==> config.mk <==
export PLATFORM = sky130hd
export DESIGN_NAME = regbank_fifo_bridge
export DESIGN_NICKNAME = d
export VERILOG_FILES = /design/src/rtl/rfb_pkg.sv /design/src/rtl/rfb_data_fifo.sv /design/src/rtl/rfb_reg_bank.sv /design/src/rtl/rfb_irq_unit.sv /design/src/rtl/regbank_fifo_bridge.sv
export SDC_FILE = /design/constraint.sdc
export NUM_CORES = 2
export LEC_CHECK = 0
export BUFFER_PORTS_ARGS = -buffer_cell sky130_fd_sc_hd__buf_2
export CORE_MARGIN = 5
export CORE_UTILIZATION = 30
export DETAILED_ROUTE_END_ITERATION = 8
export HOLD_SLACK_MARGIN = 0.08
export PLACE_DENSITY = 0.47
export REMOVE_ABC_BUFFERS = 1
export SKIP_LAST_GASP = 1
export SLEW_MARGIN = 20
export SYNTH_ARGS = -nofsm -noshare
export SYNTH_HDL_FRONTEND = slang
export SYNTH_SLANG_ARGS = --single-unit
==> constraint.sdc <==
create_clock -name clk -period 3.62 [get_ports clk]
set_clock_uncertainty 0.05 [all_clocks]
set_input_delay 0.181 -clock clk [delete_from_list [all_inputs] [get_ports clk]]
set_output_delay 0.181 -clock clk [all_outputs]
set_load 0.05 [all_outputs]
==> src/rtl/rfb_pkg.sv <==
`timescale 1ns/1ps
package rfb_pkg;
   // word index = byte address [4:2]
   localparam logic [2:0] IDX_CFG  = 3'd0;
   localparam logic [2:0] IDX_ISTS = 3'd1;
   localparam logic [2:0] IDX_IMSK = 3'd2;
   localparam logic [2:0] IDX_STAT = 3'd3;
   localparam logic [2:0] IDX_CMD  = 3'd4;
   localparam logic [2:0] IDX_DATA = 3'd5;
   localparam logic [2:0] IDX_CTRL = 3'd6;

   localparam logic [3:0] OP_NOP = 4'd0;
   localparam logic [3:0] OP_RD  = 4'd1;
   localparam logic [3:0] OP_WR  = 4'd2;

   localparam logic [31:0] CFG_RESET = 32'h0000_1114;
   localparam logic [31:0] CFG_KEEP  = 32'h80FF_331F;
   localparam int          CTRL_RST_BIT = 4;
   localparam int          ISTS_W   = 10;
   localparam logic [ISTS_W-1:0] ISTS_RESET = 10'h200;

   typedef struct packed {
      logic [3:0]  op;
      logic [6:0]  reg_no;
      logic [15:0] data;
   } cmd_t;

   function automatic cmd_t cmd_decode(input logic [31:0] w);
      cmd_t c;
      c.op     = w[29:26];
      c.reg_no = w[22:16];
      c.data   = w[15:0];
      return c;
   endfunction
endpackage

==> src/rtl/rfb_data_fifo.sv <==
`timescale 1ns/1ps
module rfb_data_fifo #(
   parameter int DEPTH = 15,
   parameter int DW    = 16,
   localparam int PW   = $clog2(DEPTH),
   localparam int CW   = $clog2(DEPTH + 1)
) (
   input  logic          clk,
   input  logic          rst_n,
   input  logic          clr,
   input  logic          push,
   input  logic [DW-1:0] push_data,
   input  logic          pop,
   output logic [DW-1:0] head,
   output logic [CW-1:0] count,
   output logic          full,
   output logic          empty
);
   logic [DW-1:0] mem [DEPTH];
   logic [PW-1:0] wr_ptr, rd_ptr;
   logic          do_push, do_pop;

   if (DEPTH < 2) begin : g_depth_bad
      $error("rfb_data_fifo: DEPTH must be at least 2");
   end

   function automatic logic [PW-1:0] ptr_inc(input logic [PW-1:0] p);
      return (p == PW'(DEPTH - 1)) ? '0 : p + PW'(1);
   endfunction

   assign full    = (count == CW'(DEPTH));
   assign empty   = (count == '0);
   assign do_pop  = pop && !empty;
   assign do_push = push && (!full || do_pop);
   assign head    = mem[rd_ptr];

   for (genvar g = 0; g < DEPTH; g++) begin : g_slot
      always_ff @(posedge clk) begin
         if (!rst_n) mem[g] <= '0;
         else if (do_push && wr_ptr == PW'(g)) mem[g] <= push_data;
      end
   end

   always_ff @(posedge clk) begin
      if (!rst_n || clr) begin
         wr_ptr <= '0;
         rd_ptr <= '0;
         count  <= '0;
      end else begin
         if (do_push) wr_ptr <= ptr_inc(wr_ptr);
         if (do_pop)  rd_ptr <= ptr_inc(rd_ptr);
         case ({do_push, do_pop})
            2'b10:   count <= count + CW'(1);
            2'b01:   count <= count - CW'(1);
            default: count <= count;
         endcase
      end
   end
endmodule

==> src/rtl/rfb_reg_bank.sv <==
`timescale 1ns/1ps
module rfb_reg_bank #(
   parameter int AW = 7,
   parameter int DW = 16,
   localparam int NREG = 1 << AW
) (
   input  logic          clk,
   input  logic          rst_n,
   input  logic          clr,
   input  logic          we,
   input  logic [AW-1:0] waddr,
   input  logic [DW-1:0] wdata,
   input  logic [AW-1:0] raddr,
   output logic [DW-1:0] rdata
);
   logic [DW-1:0] bank [NREG];

   for (genvar g = 0; g < NREG; g++) begin : g_reg
      always_ff @(posedge clk) begin
         if (!rst_n || clr)                    bank[g] <= '0;
         else if (we && waddr == AW'(g))       bank[g] <= wdata;
      end
   end

   assign rdata = bank[raddr];
endmodule

==> src/rtl/rfb_irq_unit.sv <==
`timescale 1ns/1ps
module rfb_irq_unit
   import rfb_pkg::*;
#(
   parameter int N_SRC = 8
) (
   input  logic              clk,
   input  logic              rst_n,
   input  logic [N_SRC-1:0]  src_raw,
   input  logic [1:0]        lvl_set,
   input  logic              clr_we,
   input  logic [ISTS_W-1:0] clr_bits,
   input  logic              msk_we,
   input  logic [ISTS_W-1:0] msk_data,
   output logic [ISTS_W-1:0] sts,
   output logic [ISTS_W-1:0] msk,
   output logic [N_SRC-1:0]  src_smp,
   output logic              irq
);
   logic [ISTS_W-1:0] clr_v, set_v;
   logic [N_SRC-1:0]  rise;

   if (N_SRC != ISTS_W - 2) begin : g_src_bad
      $error("rfb_irq_unit: N_SRC must leave two level bits on top");
   end

   assign rise  = src_raw & ~src_smp;
   assign clr_v = clr_we ? clr_bits : '0;
   // level sources lose to a same-cycle clear, edge sources win
   assign set_v = {lvl_set & ~clr_v[ISTS_W-1 -: 2], rise};

   always_ff @(posedge clk) begin
      if (!rst_n) begin
         sts     <= ISTS_RESET;
         msk     <= '1;
         src_smp <= '0;
      end else begin
         sts     <= (sts & ~clr_v) | set_v;
         src_smp <= src_raw;
         if (msk_we) msk <= msk_data;
      end
   end

   assign irq = |(sts & ~msk);
endmodule

==> src/rtl/regbank_fifo_bridge.sv <==
`timescale 1ns/1ps
module regbank_fifo_bridge
   import rfb_pkg::*;
#(
   parameter int ADDR_W     = 5,
   parameter int REG_AW     = 7,
   parameter int REG_DW     = 16,
   parameter int FIFO_DEPTH = 15,
   parameter int N_ALARM    = 7,
   localparam int CW        = $clog2(FIFO_DEPTH + 1)
) (
   input  logic              clk,
   input  logic              rst_n,
   input  logic [ADDR_W-1:0] bus_addr,
   input  logic              bus_wr,
   input  logic [31:0]       bus_wdata,
   input  logic              bus_rd,
   output logic [31:0]       bus_rdata,
   input  logic [N_ALARM-1:0] alarm_in,
   input  logic              overtemp_in,
   output logic              irq
);
   if (ADDR_W < 5)                      begin : g_aw_bad  $error("ADDR_W must be >= 5"); end
   if (FIFO_DEPTH < 2 || FIFO_DEPTH > 15) begin : g_fd_bad $error("FIFO_DEPTH out of 2..15"); end
   if (REG_AW > 7 || REG_AW < 1)        begin : g_ra_bad  $error("REG_AW out of 1..7"); end
   if (REG_DW > 16 || REG_DW < 1)       begin : g_rd_bad  $error("REG_DW out of 1..16"); end
   if (N_ALARM > 7 || N_ALARM < 1)      begin : g_al_bad  $error("N_ALARM out of 1..7"); end

   // ---------------- address decode
   logic       hi_ok, hit;
   logic [2:0] idx;
   if (ADDR_W > 5) begin : g_hi_chk
      assign hi_ok = ~|bus_addr[ADDR_W-1:5];
   end else begin : g_hi_none
      assign hi_ok = 1'b1;
   end
   assign hit = hi_ok && (bus_addr[1:0] == 2'b00);
   assign idx = bus_addr[4:2];

   // ---------------- direct registers
   logic [31:0] cfg_q;
   logic        ctrl_rst;

   always_ff @(posedge clk) begin
      if (!rst_n) begin
         cfg_q    <= CFG_RESET;
         ctrl_rst <= 1'b1;
      end else if (bus_wr && hit) begin
         if (idx == IDX_CFG)  cfg_q    <= bus_wdata & CFG_KEEP;
         if (idx == IDX_CTRL) ctrl_rst <= bus_wdata[CTRL_RST_BIT];
      end
   end

   // ---------------- command decode
   cmd_t cmd;
   logic cmd_we, is_rd, is_nop, is_wr;
   assign cmd    = cmd_decode(bus_wdata);
   assign cmd_we = bus_wr && hit && (idx == IDX_CMD) && !ctrl_rst;
   assign is_rd  = (cmd.op == OP_RD);
   assign is_nop = (cmd.op == OP_NOP);
   assign is_wr  = (cmd.op == OP_WR);

   // ---------------- register bank
   logic [REG_DW-1:0] bank_rdata;
   rfb_reg_bank #(.AW(REG_AW), .DW(REG_DW)) bank_i (
      .clk   (clk),
      .rst_n (rst_n),
      .clr   (ctrl_rst),
      .we    (cmd_we && is_wr),
      .waddr (cmd.reg_no[REG_AW-1:0]),
      .wdata (cmd.data[REG_DW-1:0]),
      .raddr (cmd.reg_no[REG_AW-1:0]),
      .rdata (bank_rdata)
   );

   // ---------------- pending (one-behind) result
   logic [REG_DW-1:0] held_q;
   always_ff @(posedge clk) begin
      if (!rst_n || ctrl_rst)          held_q <= '0;
      else if (cmd_we && is_rd)        held_q <= bank_rdata;
      else if (cmd_we && is_nop)       held_q <= '0;
   end

   // ---------------- data queue
   logic [REG_DW-1:0] fifo_head;
   logic [CW-1:0]     fifo_cnt;
   logic              fifo_full, fifo_empty, pop_req;
   assign pop_req = bus_rd && hit && (idx == IDX_DATA);

   rfb_data_fifo #(.DEPTH(FIFO_DEPTH), .DW(REG_DW)) fifo_i (
      .clk       (clk),
      .rst_n     (rst_n),
      .clr       (ctrl_rst),
      .push      (cmd_we && (is_rd || is_nop)),
      .push_data (held_q),
      .pop       (pop_req),
      .head      (fifo_head),
      .count     (fifo_cnt),
      .full      (fifo_full),
      .empty     (fifo_empty)
   );

   // ---------------- interrupts
   logic [7:0]        src_vec, src_smp;
   logic [ISTS_W-1:0] ists, imsk;
   logic              data_above;

   if (N_ALARM == 7) begin : g_alm_full
      assign src_vec = {overtemp_in, alarm_in};
   end else begin : g_alm_pad
      assign src_vec = {overtemp_in, {(7 - N_ALARM){1'b0}}, alarm_in};
   end

   assign data_above = 4'(fifo_cnt) > cfg_q[19:16];

   rfb_irq_unit #(.N_SRC(8)) irq_i (
      .clk      (clk),
      .rst_n    (rst_n),
      .src_raw  (src_vec),
      .lvl_set  ({1'b1, data_above}),
      .clr_we   (bus_wr && hit && idx == IDX_ISTS),
      .clr_bits (bus_wdata[ISTS_W-1:0]),
      .msk_we   (bus_wr && hit && idx == IDX_IMSK),
      .msk_data (bus_wdata[ISTS_W-1:0]),
      .sts      (ists),
      .msk      (imsk),
      .src_smp  (src_smp),
      .irq      (irq)
   );

   // ---------------- registered read mux
   logic [31:0] stat_w, rd_mux;
   assign stat_w = {16'h0, 4'(fifo_cnt), 1'b0, 1'b1, fifo_full, fifo_empty, src_smp};

   always_comb begin
      rd_mux = '0;
      if (hit) begin
         case (idx)
            IDX_CFG:  rd_mux = cfg_q;
            IDX_ISTS: rd_mux = 32'(ists);
            IDX_IMSK: rd_mux = 32'(imsk);
            IDX_STAT: rd_mux = stat_w;
            IDX_DATA: rd_mux = fifo_empty ? '0 : 32'(fifo_head);
            IDX_CTRL: rd_mux = 32'(ctrl_rst) << CTRL_RST_BIT;
            default:  rd_mux = '0;
         endcase
      end
   end

   always_ff @(posedge clk) begin
      if (!rst_n)      bus_rdata <= '0;
      else if (bus_rd) bus_rdata <= rd_mux;
   end
endmodule

After elaboration in Yosys (flattened, before gate mapping):

Memories as Yosys holds them, arrays and structs flattened. A register that Yosys moved wholly into a read port is not among the register bits.
Cells that the tools add are included.

* register bits: 107
* bits in writable memories: 2288
* bits of input ports: 49
* output and inout port bits: 33
* word-level logic and storage cells: 1082
* memories: 2

* $add $sub $neg: 4
* order comparisons: 1
* eq/ne operators: 153
* mux-type cells: 586
* bitwise logic cells: 152
* reduce and logical (&&, ||, !) cells: 174

Memories
* bank_i.bank: words 128, bits a word 16, read ports 1, clocked after memory_dff 0, wr ports 128, line rfb_reg_bank.sv:16 `logic [DW-1:0] bank [NREG];`
* fifo_i.mem: words 15, bits a word 16, read ports 1, clocked after memory_dff 1, wr ports 15, line rfb_data_fifo.sv:19 `logic [DW-1:0] mem [DEPTH];`

Operators with widths (number)
* 16-bit 2-to-1 mux: 146
* 7-bit == test, second input constant: 64
* 1-bit 2-to-1 mux: 432
* 7-bit by 6-bit == test with 1-bit output, second input constant: 32
* 32-bit case mux with 6 select lines: 1
* 1-bit logical AND: 156
* 1-bit OR: 143
* 7-bit by 5-bit == test with 1-bit output, second input constant: 16
* 7-bit by 4-bit == test with 1-bit output, second input constant: 8
* 4-bit == test, second input constant: 9
* 32-bit 2-to-1 mux: 1
* 7-bit by 3-bit == test with 1-bit output, second input constant: 4
* 10-bit bitwise AND: 2
* 10-bit inverter: 2
* 4-bit by 3-bit == test with 1-bit output, second input constant: 4
* 4-bit 2-to-1 mux: 4
* 7-bit by 2-bit == test with 1-bit output, second input constant: 2
* 4-bit by 1-bit adder with 4-bit output, second input constant: 3
* 4-bit by 2-bit == test with 1-bit output, second input constant: 3
* 4-bit zero test: 3
* 10-bit 2-to-1 mux: 1
* 10-bit OR: 1
* 10-bit OR reduction: 1
* 3-bit == test, second input constant: 3
* other kinds (20): 29

Depth between registers and ports, before layout:

* depth in word-level cells: 11
* mapped depth: 13

Modules after synthesis:

From an unflattened synthesis, not the netlist that was laid out.

* cells, all modules: 6962
* area total of the unflattened synthesis: 108486.5 um^2

By module, submodules not included
* rfb_reg_bank: instances 1, cells each 5655, area each 93254.4 um^2
* rfb_data_fifo: instances 1, cells each 857, area each 11278.3 um^2
* regbank_fifo_bridge: instances 1, cells each 337, area each 2905.3 um^2
* rfb_irq_unit: instances 1, cells each 113, area each 1048.5 um^2

Least setup slack after synthesis:

OpenSTA, ideal clock, no wires.

* path kind: input port to flip-flop
* start: input port bus_addr[3]
* end: memory bank_i.bank[61][0], enable pin
* arrival time: 2802 ps
* required time: 3159 ps
* setup slack: 357 ps
* stages on the path: 6
* buffers on the path: 2
* cell sequence: buf_2 > or3_4 > nor4_4 > nand3b_1 > buf_2 > o21ai_0

RTL lines
* start, declared: line regbank_fifo_bridge.sv:14 `input logic [ADDR_W-1:0] bus_addr,`
* end, declared: line rfb_reg_bank.sv:16

Worst setup path in the final report:

* start: input port bus_addr[1]
* end: register held_q[2]

* longest elaborated chain between the ends: 6
* elaborated cells between the ends (all ways): 8
* those cells by class: mux (1); reduce/logical (7)

Ends and longest elaborated chain
* 2-bit zero test (*): line regbank_fifo_bridge.sv:37 `assign hit = hi_ok && (bus_addr[1:0] == 2'b00);`
* 1-bit logical AND (*) (3 in series): line regbank_fifo_bridge.sv:58 `assign cmd_we = bus_wr && hit && (idx == IDX_CMD) && !ctrl_rst;`
* 1-bit logical AND (on tied branches): line regbank_fifo_bridge.sv:80, regbank_fifo_bridge.sv:81
* 16-bit 2-to-1 mux or 2-bit nonzero test (tied branches)
* end signal, assigned: line regbank_fifo_bridge.sv:80 `else if (cmd_we && is_rd) held_q <= bank_rdata;`
* end, declared: line regbank_fifo_bridge.sv:77 `logic [REG_DW-1:0] held_q;`

Mark *: on every way between the ends. The rest lies on a longest branch, timed or not.
A chain may end at the register's enable or synchronous reset.

==> run_results.csv <==
group,metric,value,unit
floorplanning,dieArea,375400,um^2
job,maxCapViolCount,0,
sta,rsz0062_at_grt,"false",
synthesis,synth-seq-area-share,0.6496,
synthesis,synthesis.yosys.warnings,0,
final_layout,regArea,70800,um^2
pwr,irDropWorstVdd,391.6,uV
sta,layout_setup_ws,-7.659,ps
drt,drt_wl_total,369400,um
final_layout,n_fill_cell,34590,
place,numPortBuffers,71,
global_route,grt_max_degree,100,
clock_network,cts-root-buf,"clkbuf_16",
synthesis,synth_edf_count,2288,
drt,drcViolationCount,0,
final_layout,fin_nets,7738,
synthesis,synth.most_common_cell,"and2_1",
clock_network,max-clock-path-buffers,4,
sta,layout_worst_path_cycle_share,1.002,
floorplanning,die_y,612.7,um
floorplanning,start_util,0.3008,
global_route,track_usage,0.1934,
place,gp_congestion,0.8277,
final_layout,multiInputGateArea,35490,um^2
pwr,p_leak,48.97,nW
global_route,antenna_found_initial,25,
setup_path,crit_type,"input port to flop",
clock_network,post_cts_buffers,0,
drt,drt_pass1_iterations,5,
sta,period_minus_slack,3628,ps
sta,clock.fmax,275.7,MHz
synthesis,postSynthAreaPerCell,14.88,um^2
synthesis,ys_top_cells_by_area,"edfxtp_1, and2_1, mux4_2, dfxtp_1, clkbuf_1",
drt,viasPerCell,5.046,
run_status,violations,"negative setup slack",
sta,finalSetupViolCount,1,
drt,drt_iter0_drc,6653,
sta,worst_pin_slew,1181,ps
synthesis,ys_top_cells_by_count,"and2_1, edfxtp_1, mux4_2",
floorplanning,pin_count,82,
setup_path,critPathCaptureType,"flop",
pwr,total_power,0.05976,W
global_route,use_met3,0.02816,
global_route,grt_pass1_vias,64610,
setup_path,r2r_setup_slack,160,ps
clock_network,path_clk_slew,60,ps
global_route,grtUsageMet1,0.2707,
place,hpwl,236600,um
sta,slew_headroom,0.2126,
synthesis,syn_area,109000,um^2
clock_network,cts.sinks,2392,
run_status,status,"finished with violations",
synthesis,synth_top_area_frac,0.6305,
global_route,grt_util_met2,0.3134,
pwr,powerDensity,470.2,nW/um^2
drt,ant_nets,0,
clock_network,clock_latency,900,ps
setup_path,path_max_fanout,13,
clock_network,tritoncts,"done",
final_layout,syn2layout_area_growth,16.66,%
drt,route.detailed.wl_per_inst,29.11,um
setup_path,worstPathRequired,4390,ps
setup_path,cp_data_arrival_time,4390,ps
clock_network,htreeDepth,5,
sta,slew_violations,0,
synthesis,synthDistinctLibCells,73,
floorplanning,core,362200,um^2
setup_path,critPathLaunchType,"input port",
sta,hold_viol,0,
synthesis,async_flop_share,0,
synthesis,ys.flop_type,"edfxtp_1",
final_layout,drive_gt1_frac,0.2210,
synthesis,synth-seq-cells,2392,
final_layout,final_core_util,0.3509,
floorplanning,rows,221,
synthesis,synth_area_leader_cell,"edfxtp_1",
global_route,grt.overflow.total,0,
synthesis,netlist_instances,7322,
global_route,top_usage_layer,"met2",
global_route,grt_pass1_wl,517200,um
drt,dr_total_vias,64030,
min_path,hp-class,"input port to flop",
clock_network,numCtsBuffers,278,
floorplanning,die_x,612.7,um
worst max-delay path: stages:
cell	delay (ps)
dlygate4sd3_1	530
buf_2	140
nor4bb_2	670
dlygate4sd3_1	740
nand4bb_1	190
nor2b_2	150
buf_4	340
nand2_1	330
o21ai_0	720
buf_4	220
a22o_1	110
logic make-up (layout without fill, tap and decap cells):
kind of cell / Yosys count / count (layout) / synth area share
buffers and inverters: 699 / 1255 / 0.02878
AND/OR/NAND/NOR: 2899 / 2899 / 0.1581
AO/OA/AOI/OAI: 621 / 621 / 0.03622
flip-flops: 2392 / 2392 / 0.6496
adder cells (fa/ha/maj): 7 / 7 / 0.0008038
XOR/XNOR: 3 / 3 / 0.0002412
other: 1 / 18 / 0.00003442
multiplexers: 700 / 700 / 0.1261
routing by layer:
metal	vias to the layer above	routed length (um)
met2	2089	174100
li1	27700	-
met4	4	11460
met3	475	22390
met5	-	21
met1	33770	161500
where the power goes:
part / total, W / internal, W / switching, W
Clock: 0.0268 / 0.0152 / 0.0116
Combinational: 0.00264 / 0.000799 / 0.00184
Sequential: 0.0303 / 0.0302 / 0.0000821
stage by stage:
stage | hold slack (ps) | area (um^2) | setup slack, ps | TNS (ps) | instances
detailed placement | 360.9 | 118100 | -245.6 | -245.6 | 12140
finish | 184.7 | 127100 | -7.659 | -7.659 | 12690
global route | 191.7 | 127100 | 69.64 | 0 | 12680
global placement | 359.4 | 118000 | -273.2 | -322.3 | 12140
floorplan | 202.8 | 105900 | -2492 | -8265700 | 6651
CTS | 102.4 | 127000 | 116.2 | 0 | 12680
worst paths after layout:
kind	startpoint	to	depth (start not counted)
max	bus_addr[1]	held_q[2]$_SDFFE_PN0P_	11
min	alarm_in[2]	irq_i.src_smp[2]$_SDFF_PN0_	3
max reg2reg	ctrl_rst$_SDFFE_PN1P_	held_q[11]$_SDFFE_PN0P_	8
min reg2reg	bus_rdata[8]$_SDFFE_PN0P_	bus_rdata[8]$_SDFFE_PN0P_	2
registers in the layout (all words and copies together), names as in the netlist, named ones only:
register and count:
fifo_i.count 4, fifo_i.rd_ptr 4, irq_i.src_smp 8, irq_i.msk 10
cfg_q 18, fifo_i.wr_ptr 4, bus_rdata 25, bank_i.bank 2048
irq_i.sts 10, ctrl_rst 1, fifo_i.mem 240, held_q 16
what timing repair did:
action                                 4_1_cts  5_1_grt
endpoints found under the hold margin      849        0
gates resized for setup                      0        0
hold buffers                                58        0
placed cells by master (no fill, tap or decap), types with 67 or more instances in the layout:
cell / count
nand2_1: 206
buf_4: 582
clkbuf_1: 67
mux4_2: 537
nor2_1: 168
and2_1: 2303
clkbuf_16: 285
edfxtp_1: 2288
dfxtp_1: 99
o21ai_0: 75
o21ai_2: 73
mux2i_1: 147
a22oi_1: 81
a21oi_1: 75
final cells by class:
cell class | count | share of cell area
Inverter | 22 | 0.0006693
Timing Repair Buffer | 751 | 0.04966
Clock inverter | 126 | 0.007569
Tap cell | 4794 | 0.04719
Multi-Input combinational cell | 4237 | 0.2792
Antenna cell | 11 | 0.0002166
Sequential cell | 2392 | 0.5570
Clock buffer | 356 | 0.05852
Power figures use the tool's default switching activity.
